<file path="src/rtl/irq_ctrl_pkg.sv">
package irq_ctrl_pkg;
  localparam int unsigned MAX_LINES = 32;
  typedef logic [MAX_LINES-1:0] line_vec_t;

  // Index of the least significant set bit; MAX_LINES when none is set.
  function automatic int unsigned lowest_set(line_vec_t v);
    int unsigned r;
    r = MAX_LINES;
    for (int i = MAX_LINES - 1; i >= 0; i--) begin
      if (v[i]) r = i;
    end
    return r;
  endfunction

  function automatic line_vec_t onehot(int unsigned idx);
    return line_vec_t'(1) << idx;
  endfunction
endpackage

</file>
<file path="src/rtl/irq_edge_latch.sv">
module irq_edge_latch #(
  parameter int N = 16
) (
  input  logic         clk,
  input  logic         rst_n,
  input  logic [N-1:0] req_in,
  input  logic [N-1:0] clr_vec,
  output logic [N-1:0] pend_vec,
  output logic [N-1:0] rise_vec
);
  logic [N-1:0] req_q;

  assign rise_vec = req_in & ~req_q;

  always_ff @(posedge clk) begin
    if (!rst_n) begin
      req_q    <= '0;
      pend_vec <= '0;
    end else begin
      req_q    <= req_in;
      // a fresh edge wins over a clear in the same cycle
      pend_vec <= (pend_vec & ~clr_vec) | rise_vec;
    end
  end
endmodule

</file>
<file path="src/rtl/irq_isr_track.sv">
module irq_isr_track
  import irq_ctrl_pkg::*;
#(
  parameter int N    = 16,
  parameter int ID_W = 4
) (
  input  logic            clk,
  input  logic            rst_n,
  input  logic            take,
  input  logic [ID_W-1:0] take_id,
  input  logic            eos,
  output logic [N-1:0]    isr_vec,
  output logic            isr_any,
  output logic [ID_W-1:0] isr_top
);
  logic [N-1:0] set_vec;
  logic [N-1:0] drop_vec;

  assign isr_any  = |isr_vec;
  assign isr_top  = ID_W'(lowest_set(line_vec_t'(isr_vec)));
  assign set_vec  = take ? N'(onehot(int'(take_id))) : '0;
  assign drop_vec = (eos && isr_any) ? N'(onehot(int'(isr_top))) : '0;

  always_ff @(posedge clk) begin
    if (!rst_n) isr_vec <= '0;
    else        isr_vec <= (isr_vec & ~drop_vec) | set_vec;
  end
endmodule

</file>
<file path="src/rtl/irq_out_stage.sv">
module irq_out_stage
  import irq_ctrl_pkg::*;
#(
  parameter int N    = 16,
  parameter int ID_W = 4
) (
  input  logic            clk,
  input  logic            rst_n,
  input  logic [N-1:0]    cand_vec,
  input  logic            isr_any,
  input  logic [ID_W-1:0] isr_top,
  input  logic            ack,
  output logic            out_valid,
  output logic [ID_W-1:0] out_id,
  output logic            take,
  output logic            win
);
  logic            cand_any;
  logic [ID_W-1:0] best_id;

  assign cand_any = |cand_vec;
  assign best_id  = ID_W'(lowest_set(line_vec_t'(cand_vec)));
  assign win      = cand_any && (!isr_any || (best_id < isr_top));
  assign take     = out_valid && ack;

  always_ff @(posedge clk) begin
    if (!rst_n) begin
      out_valid <= 1'b0;
      out_id    <= '0;
    end else if (out_valid) begin
      if (ack) out_valid <= 1'b0;
    end else if (win) begin
      out_valid <= 1'b1;
      out_id    <= best_id;
    end
  end
endmodule

</file>
<file path="src/rtl/irq_prio_ctrl.sv">
module irq_prio_ctrl
  import irq_ctrl_pkg::*;
#(
  parameter int N_LINES = 16
) (
  input  logic                       clk,
  input  logic                       rst_n,
  input  logic [N_LINES-1:0]         irq_req,
  input  logic                       mask_we,
  input  logic [N_LINES-1:0]         mask_wdata,
  input  logic                       irq_ack,
  input  logic                       irq_eos,
  output logic                       irq_pend,
  output logic [$clog2(N_LINES)-1:0] irq_id
);
  localparam int ID_W = $clog2(N_LINES);

  logic [N_LINES-1:0] mask_q;
  logic [N_LINES-1:0] pend_vec;
  logic [N_LINES-1:0] rise_vec;
  logic [N_LINES-1:0] clr_vec;
  logic [N_LINES-1:0] cand_vec;
  logic [N_LINES-1:0] isr_vec;
  logic               isr_any;
  logic [ID_W-1:0]    isr_top;
  logic               take;
  logic               win;

  always_ff @(posedge clk) begin
    if (!rst_n)       mask_q <= '0;
    else if (mask_we) mask_q <= mask_wdata;
  end

  assign clr_vec  = take ? N_LINES'(onehot(int'(irq_id))) : '0;
  assign cand_vec = pend_vec & ~mask_q;

  irq_edge_latch #(.N(N_LINES)) u_latch (
    .clk(clk), .rst_n(rst_n), .req_in(irq_req), .clr_vec(clr_vec),
    .pend_vec(pend_vec), .rise_vec(rise_vec)
  );

  irq_isr_track #(.N(N_LINES), .ID_W(ID_W)) u_isr (
    .clk(clk), .rst_n(rst_n), .take(take), .take_id(irq_id), .eos(irq_eos),
    .isr_vec(isr_vec), .isr_any(isr_any), .isr_top(isr_top)
  );

  irq_out_stage #(.N(N_LINES), .ID_W(ID_W)) u_out (
    .clk(clk), .rst_n(rst_n), .cand_vec(cand_vec), .isr_any(isr_any),
    .isr_top(isr_top), .ack(irq_ack), .out_valid(irq_pend), .out_id(irq_id),
    .take(take), .win(win)
  );
endmodule

</file>
<file path="config.mk">
export PLATFORM = sky130hd
export DESIGN_NAME = irq_prio_ctrl
export DESIGN_NICKNAME = d
export VERILOG_FILES = /design/src/rtl/irq_ctrl_pkg.sv /design/src/rtl/irq_edge_latch.sv /design/src/rtl/irq_isr_track.sv /design/src/rtl/irq_out_stage.sv /design/src/rtl/irq_prio_ctrl.sv
export SDC_FILE = /design/constraint.sdc
export NUM_CORES = 1
export LEC_CHECK = 0
export ABC_AREA = 1
export BUFFER_PORTS_ARGS = -buffer_cell sky130_fd_sc_hd__buf_2
export CAP_MARGIN = 40
export CELL_PAD_IN_SITES_DETAIL_PLACEMENT = 0
export CELL_PAD_IN_SITES_GLOBAL_PLACEMENT = 2
export CORE_MARGIN = 2
export CORE_UTILIZATION = 35
export CTS_BUF_LIST = sky130_fd_sc_hd__clkbuf_4 sky130_fd_sc_hd__clkbuf_8
export CTS_CLUSTER_DIAMETER = 80
export DETAILED_ROUTE_END_ITERATION = 16
export PLACE_DENSITY = 0.84
export SYNTH_ARGS = -nofsm -noshare
export SYNTH_HDL_FRONTEND = slang
export SYNTH_SLANG_ARGS = --single-unit
</file>
<file path="constraint.sdc">
create_clock -name clk -period 4.85 [get_ports clk]
set_input_delay 0.2425 -clock clk [delete_from_list [all_inputs] [get_ports clk]]
set_output_delay 0.2425 -clock clk [all_outputs]
set_load 0.02 [all_outputs]
</file>
# Yosys cells after proc, flatten, opt, wreduce, memory -nomap -nowiden
# Cells that the tools add are included.
[word_totals]
reg_bits = 69
inputBits = 37
out_inout_bits = 5
word_cells = 65
[classes]
magnitude_cmp = 1
n_shift = 2
muxes = 37
bitwise = 11
n_reduce_logical = 8
[op_table]
columns = ["op", "count"]
rows = [
  ["$mux 4", 32],
  ["$and 16x16->16", 4],
  ["$not 16->16", 4],
  ["$mux 16", 2],
  ["$or 16x16->16", 2],
  ["$reduce_or 16->1", 2],
  ["$shl 1x4->16 const A", 2],
  ["$lt 4x4->1", 1],
  ["$logic_and 1x1->1", 3],
  ["$mux 1", 3],
  ["$reduce_and 2->1", 1],
  ["$logic_not 1->1", 1],
  ["$logic_or 1x1->1", 1],
  ["$not 1->1", 1],
]

# Longest topological paths before layout
# Gate-level depths: netlist of run 1.
[depth]
depth_word = 23
mapped_depth = 26
mapped_depth_nobuf = 26

# Cells and area by module
# A second synthesis of run 1 with hierarchy kept.
[unflattened]
hier_cells = 580
hier_area_um2 = 3677.3
[modules_own_cells]
columns = ["module", "instances", "cells_each", "area_each_um2", "seq_area_each_um2"]
rows = [
  ["irq_edge_latch", 1, 164, 1214.9, 640.6],
  ["irq_isr_track", 1, 153, 998.5, 320.3],
  ["irq_prio_ctrl", 1, 163, 917.1, 320.3],
  ["irq_out_stage", 1, 100, 546.8, 100.1],
]

# Least setup slack after synthesis of run 1
# No wires, ideal clock.
[synth_path]
kind = "reg-to-reg"
start = "reg u_isr.isr_vec[14]"
end = "reg u_out.out_id[0]"
setup_ns = 0.116
arrival_time_ns = 1.822
t_required_ns = 4.734
slack_ns = 2.912
path_stages_with_launch = 17
synth_period_minus_slack_ns = 1.938
path_cell_list = "dfxtp_1 > nor2_1 > o311ai_0 > nand3_1 > nand3_1 > nand2_1 > nand3_1 > nand3_1 > ha_1 > nand2_1 > nand2_1 > nand2_1 > nand2_2 > nand2_4 > nand3_1 > nand2_1 > nor2_1"
[synth_via]
elab_chain_len = 19
[synth_rtl]
columns = ["item", "line", "text"]
rows = [
  ["start, declared", "irq_isr_track.sv:12", "output logic [N-1:0] isr_vec,"],
  ["start signal, assigned", "irq_isr_track.sv:26", "else isr_vec <= (isr_vec & ~drop_vec) | set_vec;"],
  ["$mux 4 (15 in series)", "irq_ctrl_pkg.sv:10", "if (v[i]) r = i;"],
  ["$lt 4x4->1", "irq_out_stage.sv:23", "assign win = cand_any && (!isr_any || (best_id < isr_top));"],
  ["$logic_or 1x1->1 (*)", "irq_out_stage.sv:23", ""],
  ["$logic_and 1x1->1 (*)", "irq_out_stage.sv:23", ""],
  ["$reduce_and 2->1 (no source line) (*)", "-", ""],
  ["end signal, assigned", "irq_out_stage.sv:34", "out_id <= best_id;"],
  ["end, declared", "irq_out_stage.sv:14", "output logic [ID_W-1:0] out_id,"],
]
# Every way passes the cells marked *; elsewhere a longest branch is shown, timed or not.
# A chain may end at the register's enable or synchronous reset.

# Worst setup path in the final report of run 1
[layout_path]
start = "reg u_latch.pend_vec[15]"
end = "reg u_out.out_id[2]"
[layout_via]
elab_chain_len = 21
[layout_rtl]
columns = ["item", "line", "text"]
rows = [
  ["start, declared", "irq_edge_latch.sv:8", "output logic [N-1:0] pend_vec,"],
  ["start signal, assigned", "irq_edge_latch.sv:22", "pend_vec <= (pend_vec & ~clr_vec) | rise_vec;"],
  ["$and 16x16->16", "irq_prio_ctrl.sv:35", "assign cand_vec = pend_vec & ~mask_q;"],
  ["$mux 4 (16 in series)", "irq_ctrl_pkg.sv:10", ""],
  ["named net u_out.best_id[1]", "irq_out_stage.sv:19", "logic [ID_W-1:0] best_id;"],
  ["$lt 4x4->1", "irq_out_stage.sv:23", ""],
  ["$logic_or 1x1->1", "irq_out_stage.sv:23", ""],
  ["$logic_and 1x1->1", "irq_out_stage.sv:23", ""],
  ["$reduce_and 2->1 (no source line)", "-", ""],
]
# The timed path passes the listed nets, and every way through them passes these cells.

==> results of run 1 <==
-- synth_stat cells --
master	n	area (µm²)
sky130_fd_sc_hd__nor4_1	3	18.8
sky130_fd_sc_hd__clkinv_1	1	3.75
sky130_fd_sc_hd__o21bai_1	1	7.51
sky130_fd_sc_hd__nand3_1	27	135
sky130_fd_sc_hd__a21oi_2	2	17.5
sky130_fd_sc_hd__o21ai_0	48	240
sky130_fd_sc_hd__nand2_2	2	12.5
sky130_fd_sc_hd__nor2_1	22	82.6
sky130_fd_sc_hd__ha_1	3	37.5
sky130_fd_sc_hd__a21oi_1	39	195
sky130_fd_sc_hd__clkbuf_1	10	37.5
sky130_fd_sc_hd__a41oi_2	1	16.3
sky130_fd_sc_hd__a31oi_1	2	12.5
sky130_fd_sc_hd__nor3_1	9	45.0
sky130_fd_sc_hd__inv_1	65	244
sky130_fd_sc_hd__nand2_1	101	379
sky130_fd_sc_hd__nand2_4	1	11.3
sky130_fd_sc_hd__o211ai_1	1	7.51
sky130_fd_sc_hd__o311ai_0	1	8.76
sky130_fd_sc_hd__o21ai_1	3	15.0
sky130_fd_sc_hd__dfxtp_1	69	1380
-- flip-flops by register name, summed over array words and instances, names as in the netlist --
signal / count
u_out.out_id: 4
u_latch.req_q: 16
mask_q: 16
u_out.out_valid: 1
u_latch.pend_vec: 16
u_isr.isr_vec: 16
-- cell families after synthesis --
family                     after synthesis  share of synthesized area (%)
DFF                                     69                           47.5
adders and majority gates                3                           1.29
buffers and inverters                   76                           9.81
and+or+nand+nor                        165                           23.5
AOI/OAI and AO/OA                       98                           17.9
-- metrics by stage --
step	total power, µW	cell area (µm²)	utilization (%)
after floorplan	902	2910	-
after global placement	996	3210	39.4
after detailed placement	1000	3240	39.8
after CTS	1490	3440	42.3
after global routing	1570	3440	42.3
final	1480	3440	42.3
-- final cells by class --
class | instances | area share, %
flip-flops and latches | 69 | 40.2
multi-input cells | 266 | 36.1
inverters | 66 | 7.20
repair buffers | 42 | 6.77
well taps | 105 | 3.82
clock buffers | 9 | 3.60
clock inverters | 7 | 2.33
-- routing by layer --
| layer | wire length [µm] | vias to the layer above | part of all wire (%) | track usage (%) |
|---|---|---|---|---|
| met5 | 0 | - | 0 | 0 |
| met4 | 76 | 0 | 1.0 | 6.52 |
| met3 | 259 | 7 | 3.5 | 3.16 |
| met2 | 3320 | 49 | 44 | 28.8 |
| met1 | 3850 | 1165 | 51 | 24.9 |
| li1 | - | 1406 | - | - |
-- power groups by stage --
stage / sequential [µW] / combinational (µW) / clock (µW)
after floorplan: 681 / 221 / 0
after global placement: 678 / 318 / 0
after detailed placement: 679 / 323 / 0
after CTS: 665 / 325 / 500
after global routing: 674 / 374 / 526
final: 666 / 324 / 487
-- worst max path at each step --
stage	startpoint	endpoint	slack, ps	depth (start not counted)
2_1_floorplan	u_isr.isr_vec[14]	u_out.out_id[0]	2910	16
3_3_place_gp	u_latch.pend_vec[15]	u_out.out_id[1]	2690	15
3_5_place_dp	u_isr.isr_vec[14]	u_out.out_id[2]	2650	16
4_1_cts	u_isr.isr_vec[14]	u_out.out_id[2]	2630	16
5_1_grt	u_isr.isr_vec[15]	u_out.out_id[0]	2330	16
6_report	u_latch.pend_vec[15]	u_out.out_id[2]	2640	15
-- critical path: stages (launching register included) --
cell                       delay [ps]
sky130_fd_sc_hd__dfxtp_1          360
sky130_fd_sc_hd__inv_1             60
sky130_fd_sc_hd__o21ai_0          280
sky130_fd_sc_hd__a31oi_1          140
sky130_fd_sc_hd__nor2_1           110
sky130_fd_sc_hd__o211ai_1          90
sky130_fd_sc_hd__a21oi_1          260
sky130_fd_sc_hd__ha_1             290
sky130_fd_sc_hd__nand2_1           70
sky130_fd_sc_hd__nand2_1           50
sky130_fd_sc_hd__nand2_1           60
sky130_fd_sc_hd__nand2_2           60
sky130_fd_sc_hd__nand2_4          110
sky130_fd_sc_hd__nand3_1           80
sky130_fd_sc_hd__nand2_1           70
sky130_fd_sc_hd__nor2_1            30
==> implementation parameters, run 1 <==
Parameter                              Value

Run status
  Status    finished clean

Finish
  Highest-count cells in the layout ignoring fill and taps    sky130_fd_sc_hd__nand2_1, sky130_fd_sc_hd__dfxtp_1, sky130_fd_sc_hd__inv_1, sky130_fd_sc_hd__o21ai_0, sky130_fd_sc_hd__buf_2
  Count of non-filler cells in the finished layout    564
  Proportion of layout cells with a drive suffix above 1    13.9%
  Final Net Count    around 490
  Most common cell after layout, fill and taps aside    sky130_fd_sc_hd__nand2_1
  Fill cell count    871
  Total area of multi-input combinational cells    between 0.001 and 0.0015 mm²
  Footprint of the flip-flops and latches    0.00138 mm²
  Area grow syn2layout    18.2%
  Diode insertion count for antenna repair    0

Placement
  Total half-perimeter wirelength after legalization and detailed placement    a little under 6000 µm
  Port bufs    between 40 and 50
  Worst Setup Slack post-DPL    2650 ps
  Routability-driven placement congestion ratio    0.890
  DP Cell Count    ~550

Clock tree
  Quantity of hold-fixing buffers added after cts    0
  Clk slew on worst S/H paths    80 ps
  Number of setup buffers added after CTS    0
  Number of clock sinks seen by CTS    69
  CTS Buf Count    9
  Clock tree root buffer cell    sky130_fd_sc_hd__clkbuf_8
  Latest clock arrival within the worst-skew pair    340 ps
  Post-cts resize count    0
  Max Root-Sink Buffers    2
  TritonCTS clock tree    yes
  H-tree lvl count    3

Detailed routing
  Number of vias per cell    4.66
  Number of design rule violations left after detail routing    0
  Starting DRT DRC Count    120
  Antenna Nets Post-Route    0
  TritonRoute pass-1 iters    4
  Wire per inst    13.3 µm
  Total detailed-routing wirelength    7510 µm
  Detailed-route via count    2627

Critical path
  Setup CP Type    flop to flop
  Depth of the most critical reg-to-reg path    15
  Required time of the critical path    a little over 5000 ps
  Crit path capture type    flop
  Capturing point of the worst reg2reg path    u_out.out_id[2]
  Largest fanout of any net on the critical path    9
  Critical path launch point type    flop
  Worst reg2reg startpoint    u_latch.pend_vec[15]
  WP data arrival    roughly 2500 ps
  Worst setup slack for register-to-register paths    2640 ps

STA
  Count of pins over their slew limit    0
  Final setup viols    0
  Final Cycle Share    45.5%
  Final Hold Viols    0
  Hold_ws    81.7 ps
  PnR worst setup slack    approximately 2600 ps
  Final setup skew    8.70 ps
  Setup repair after global routing missed its margin    false
  Transition time at the pin with the least slew margin    around 750 ps
  Setup total negative slack    0 ps
  Post-route minimum period    roughly 2200 ps
  Fmax achieved    453 MHz
  Max-slew headroom    between 40% and 50%

Global route
  Overall global routing resource usage    18.2%
  Global route total overflow    0
  Antenna violations before repair    0
  Vias in the first global route    2486
  Largest net degree at the start of global routing    32
  Global-route wire length before repair    between 10000 and 15000 µm

Power and ir drop
  Pwr/cell area    429 mW/mm²
  Largest voltage drop on the vdd net    0.222 mV
  Combinational share of power    21.9%
  Clock network fraction of design power    33.0%
  Portion of total power attributed to sequential cells    45.1%
  Leakage    0.00164 µW
  Net switching fraction of the power    34.1%
  Power spent charging and discharging nets    approximately 500 µW
  Int Pwr    ~970 µW

Floorplanning
  Vertical die dimension    ~95 µm
  Num ports    42
  Core region area    0.00813 mm²
  Die Outline Area    0.00906 mm²
  Count of standard-cell rows    33
  Initial standard-cell utilization of the core    35.8%
  Die extent in x    between 90 and 100 µm

Logic synthesis
  Number of cells produced by synthesis    411
  Netlist area before placement    0.00291 mm²
  Number of synthesized register bits    69
  Syn_area_per_cell    7.08 µm²
  Post-synthesis sequential area ratio    47.5%
  Number of unique standard cell types used by synthesis    21
  Syn nets    451
  Yosys warns    0

Hold path
  Hold Path Class    input port to flop
  Endpoint with the worst hold slack    u_latch.req_q[6]
  Hold path depth    3
  Origin of the worst min-delay path    irq_req[6]

Job
  Number of maximum-capacitance constraint violations    0
Note: power is estimated with default switching activity, not from simulation.
==> inputs of run 2 (changes only) <==
--- a/config.mk
+++ b/config.mk
@@ -11,11 +11,11 @@
 export CELL_PAD_IN_SITES_DETAIL_PLACEMENT = 0
 export CELL_PAD_IN_SITES_GLOBAL_PLACEMENT = 2
 export CORE_MARGIN = 2
-export CORE_UTILIZATION = 35
+export CORE_UTILIZATION = 30
 export CTS_BUF_LIST = sky130_fd_sc_hd__clkbuf_4 sky130_fd_sc_hd__clkbuf_8
 export CTS_CLUSTER_DIAMETER = 80
 export DETAILED_ROUTE_END_ITERATION = 16
-export PLACE_DENSITY = 0.84
+export PLACE_DENSITY = 0.76
 export SYNTH_ARGS = -nofsm -noshare
 export SYNTH_HDL_FRONTEND = slang
 export SYNTH_SLANG_ARGS = --single-unit
==> constraint.sdc (replaced) <==
create_clock -name clk -period 1.9 [get_ports clk]
set_input_delay 0.095 -clock clk [delete_from_list [all_inputs] [get_ports clk]]
set_output_delay 0.095 -clock clk [all_outputs]
set_load 0.02 [all_outputs]
==> run 2 against run 1 <==
The run now ends with negative setup slack left. Clock skew shrank 1.4 ps. Worst setup slack lost 2800 ps. Cell area grew 21%. Die area rose by 16%. Critical path depth rose by 1. Sequential power rose to 2.5 times the previous value. Sequential cell count did not move. Maximum frequency grew 6.0%. First-iteration DRC count fell by 0.83%. Highest routed layer unchanged.
==> implementation parameters, run 2 (same netlist as run 1, synthesis figures left out) <==
Parameter                              Value

Hold path
  Hold path depth    3
  Hold Path Class    input port to flop
  Origin of the worst min-delay path    mask_wdata[9]
  Endpoint with the worst hold slack    mask_q[9]

STA
  Max-slew headroom    59.6%
  Count of pins over their slew limit    0
  Transition time at the pin with the least slew margin    602 ps
  Final setup skew    7.30 ps
  Post-route minimum period    2080 ps
  Setup total negative slack    -1270 ps
  Fmax achieved    around 480 MHz
  Final setup viols    13
  Setup repair after global routing missed its margin    true
  Final Hold Viols    0
  Final Cycle Share    110%
  PnR worst setup slack    -183 ps

Detailed routing
  Detailed-route via count    between 2000 and 3000
  Wire per inst    approximately 13 µm
  Starting DRT DRC Count    119
  TritonRoute pass-1 iters    4
  Antenna Nets Post-Route    0
  Number of design rule violations left after detail routing    0
  Total detailed-routing wirelength    8310 µm
  Number of vias per cell    4.46

Power and ir drop
  Pwr/cell area    1010 mW/mm²
  Clock network fraction of design power    a little under a third
  Largest voltage drop on the vdd net    ~0.4 mV
  Power spent charging and discharging nets    1440 µW
  Leakage    0.00195 µW
  Combinational share of power    around 30%
  Int Pwr    approximately 2800 µW
  Portion of total power attributed to sequential cells    around two fifths
  Net switching fraction of the power    approximately a third

Clock tree
  Max Root-Sink Buffers    2
  H-tree lvl count    3
  Latest clock arrival within the worst-skew pair    350 ps
  Clk slew on worst S/H paths    80 ps
  TritonCTS clock tree    yes
  Clock tree root buffer cell    sky130_fd_sc_hd__clkbuf_8
  Number of clock sinks seen by CTS    69
  CTS Buf Count    9

Global route
  Global-route wire length before repair    13300 µm
  Vias in the first global route    between 2000 and 3000
  Overall global routing resource usage    ~17%
  Antenna violations before repair    0
  Largest net degree at the start of global routing    38
  Global route total overflow    0

Floorplanning
  Core region area    0.00933 mm²
  Num ports    42
  Die extent in x    102 µm
  Vertical die dimension    102 µm
  Die Outline Area    around 0.011 mm²
  Count of standard-cell rows    35
  Initial standard-cell utilization of the core    between 30% and 40%

Finish
  Highest-count cells in the layout ignoring fill and taps    sky130_fd_sc_hd__nand2_1, sky130_fd_sc_hd__dfxtp_1, sky130_fd_sc_hd__inv_1, sky130_fd_sc_hd__buf_2, sky130_fd_sc_hd__buf_4
  Most common cell after layout, fill and taps aside    sky130_fd_sc_hd__nand2_1
  Area grow syn2layout    42.9%
  Proportion of layout cells with a drive suffix above 1    30.7%
  Diode insertion count for antenna repair    0
  Final Net Count    553
  Count of non-filler cells in the finished layout    647

Placement
  Port bufs    41
  DP Cell Count    604
  Worst Setup Slack post-DPL    -339 ps
  Routability-driven placement congestion ratio    between 0.8 and 0.9
  Total half-perimeter wirelength after legalization and detailed placement    6030 µm

Critical path
  Worst reg2reg startpoint    u_isr.isr_vec[14]
  Largest fanout of any net on the critical path    5
  Depth of the most critical reg-to-reg path    16
  WP data arrival    2330 ps
  Crit path capture type    flop
  Required time of the critical path    2150 ps
  Setup CP Type    flop to flop
  Critical path launch point type    flop
  Worst setup slack for register-to-register paths    -180 ps
  Capturing point of the worst reg2reg path    u_out.out_id[3]

Run status
  Status    finished with violations
  Violated checks    negative setup slack

Job
  Number of maximum-capacitance constraint violations    0
-- run 2: cell types whose count changed in the layout (fill, tap and decap cells not counted), moves of 8 or more --
| cell | before | now |
|---|---|---|
| sky130_fd_sc_hd__dfxtp_1 | 69 | 61 |
| sky130_fd_sc_hd__o21ai_0 | 48 | 34 |
| sky130_fd_sc_hd__buf_4 | 0 | 37 |
| sky130_fd_sc_hd__dfxtp_2 | 0 | 8 |
| sky130_fd_sc_hd__nand2_2 | 2 | 14 |
| sky130_fd_sc_hd__o21ai_2 | 0 | 10 |
| sky130_fd_sc_hd__nand2_1 | 101 | 89 |
| sky130_fd_sc_hd__dlygate4sd3_1 | 0 | 19 |
-- run 2: area by class of cell --
| class | instances | area, µm² |
|---|---|---|
| Timing Repair Buffer | 100 | 707 |
| Fill cell | 989 | 5170 |
| Clock inverter | 6 | 70.1 |
| Tap cell | 129 | 161 |
| Inverter | 66 | 251 |
| Sequential cell | 69 | 1390 |
| Clock buffer | 10 | 138 |
| Multi-Input combinational cell | 267 | 1440 |
-- run 2: timing repair --
item	in CTS	in global routing
hold buffers	19	0
buffers inserted	4	3
pin swaps	3	16
gates cloned	1	0
endpoints found under the hold margin	24	0
setup endpoints to repair	9	21
resized for setup	21	57
-- run 2: power by group through the flow --
stage	Combinational [µW]	Clock [µW]	Sequential, µW
global route	1410	1370	1690
finish	1260	1270	1670
detailed placement	1000	0	1700
CTS	1130	1310	1670
floorplan	566	0	1740
global placement	1010	0	1700
-- run 2: worst max path at each step --
stage | end | slack [ps] | startpoint | cells after the start
2_1_floorplan | u_out.out_id[0] | 10 | u_isr.isr_vec[3] | 13
3_3_place_gp | u_out.out_id[2] | -340 | u_latch.pend_vec[15] | 15
3_5_place_dp | u_out.out_id[1] | -340 | u_latch.pend_vec[15] | 15
4_1_cts | u_out.out_valid | -120 | u_latch.pend_vec[15] | 14
5_1_grt | u_out.out_id[1] | -390 | u_latch.pend_vec[15] | 26
6_report | u_out.out_id[3] | -180 | u_isr.isr_vec[14] | 16
-- run 2: metrics by stage --
step	area [µm²]	hold slack [ps]	power [µW]	util [%]
floorplan	2910	202	2300	-
detailed placement	3490	294	2700	37.4
CTS	3980	4.09	4110	42.7
finish	4160	18.3	4200	44.6
global placement	3490	292	2700	37.4
global route	4160	9.62	4470	44.6
-- run 2: routing by layer --
layer  share of wire [%]  global-route usage, %
met5                   0                      0
met2                  45                   26.8
met1                  49                   22.7
met3                 4.3                   4.24
met4                 1.2                   6.15
-- run 2: critical path, stage by stage (launching register included) --
cell and delay [ps]:
sky130_fd_sc_hd__dfxtp_2 360, sky130_fd_sc_hd__nor2_1 70, sky130_fd_sc_hd__o311ai_1 240, sky130_fd_sc_hd__nand3_1 100, sky130_fd_sc_hd__nand3_1 90, sky130_fd_sc_hd__nand2_1 80, sky130_fd_sc_hd__nand3_2 100, sky130_fd_sc_hd__nand3_2 80
sky130_fd_sc_hd__ha_1 300, sky130_fd_sc_hd__nand2_1 70, sky130_fd_sc_hd__nand2_1 50, sky130_fd_sc_hd__nand2_1 60, sky130_fd_sc_hd__nand2_2 90, sky130_fd_sc_hd__nand2_4 110, sky130_fd_sc_hd__nand3_1 70, sky130_fd_sc_hd__nand2_1 70
sky130_fd_sc_hd__nor2_1 40
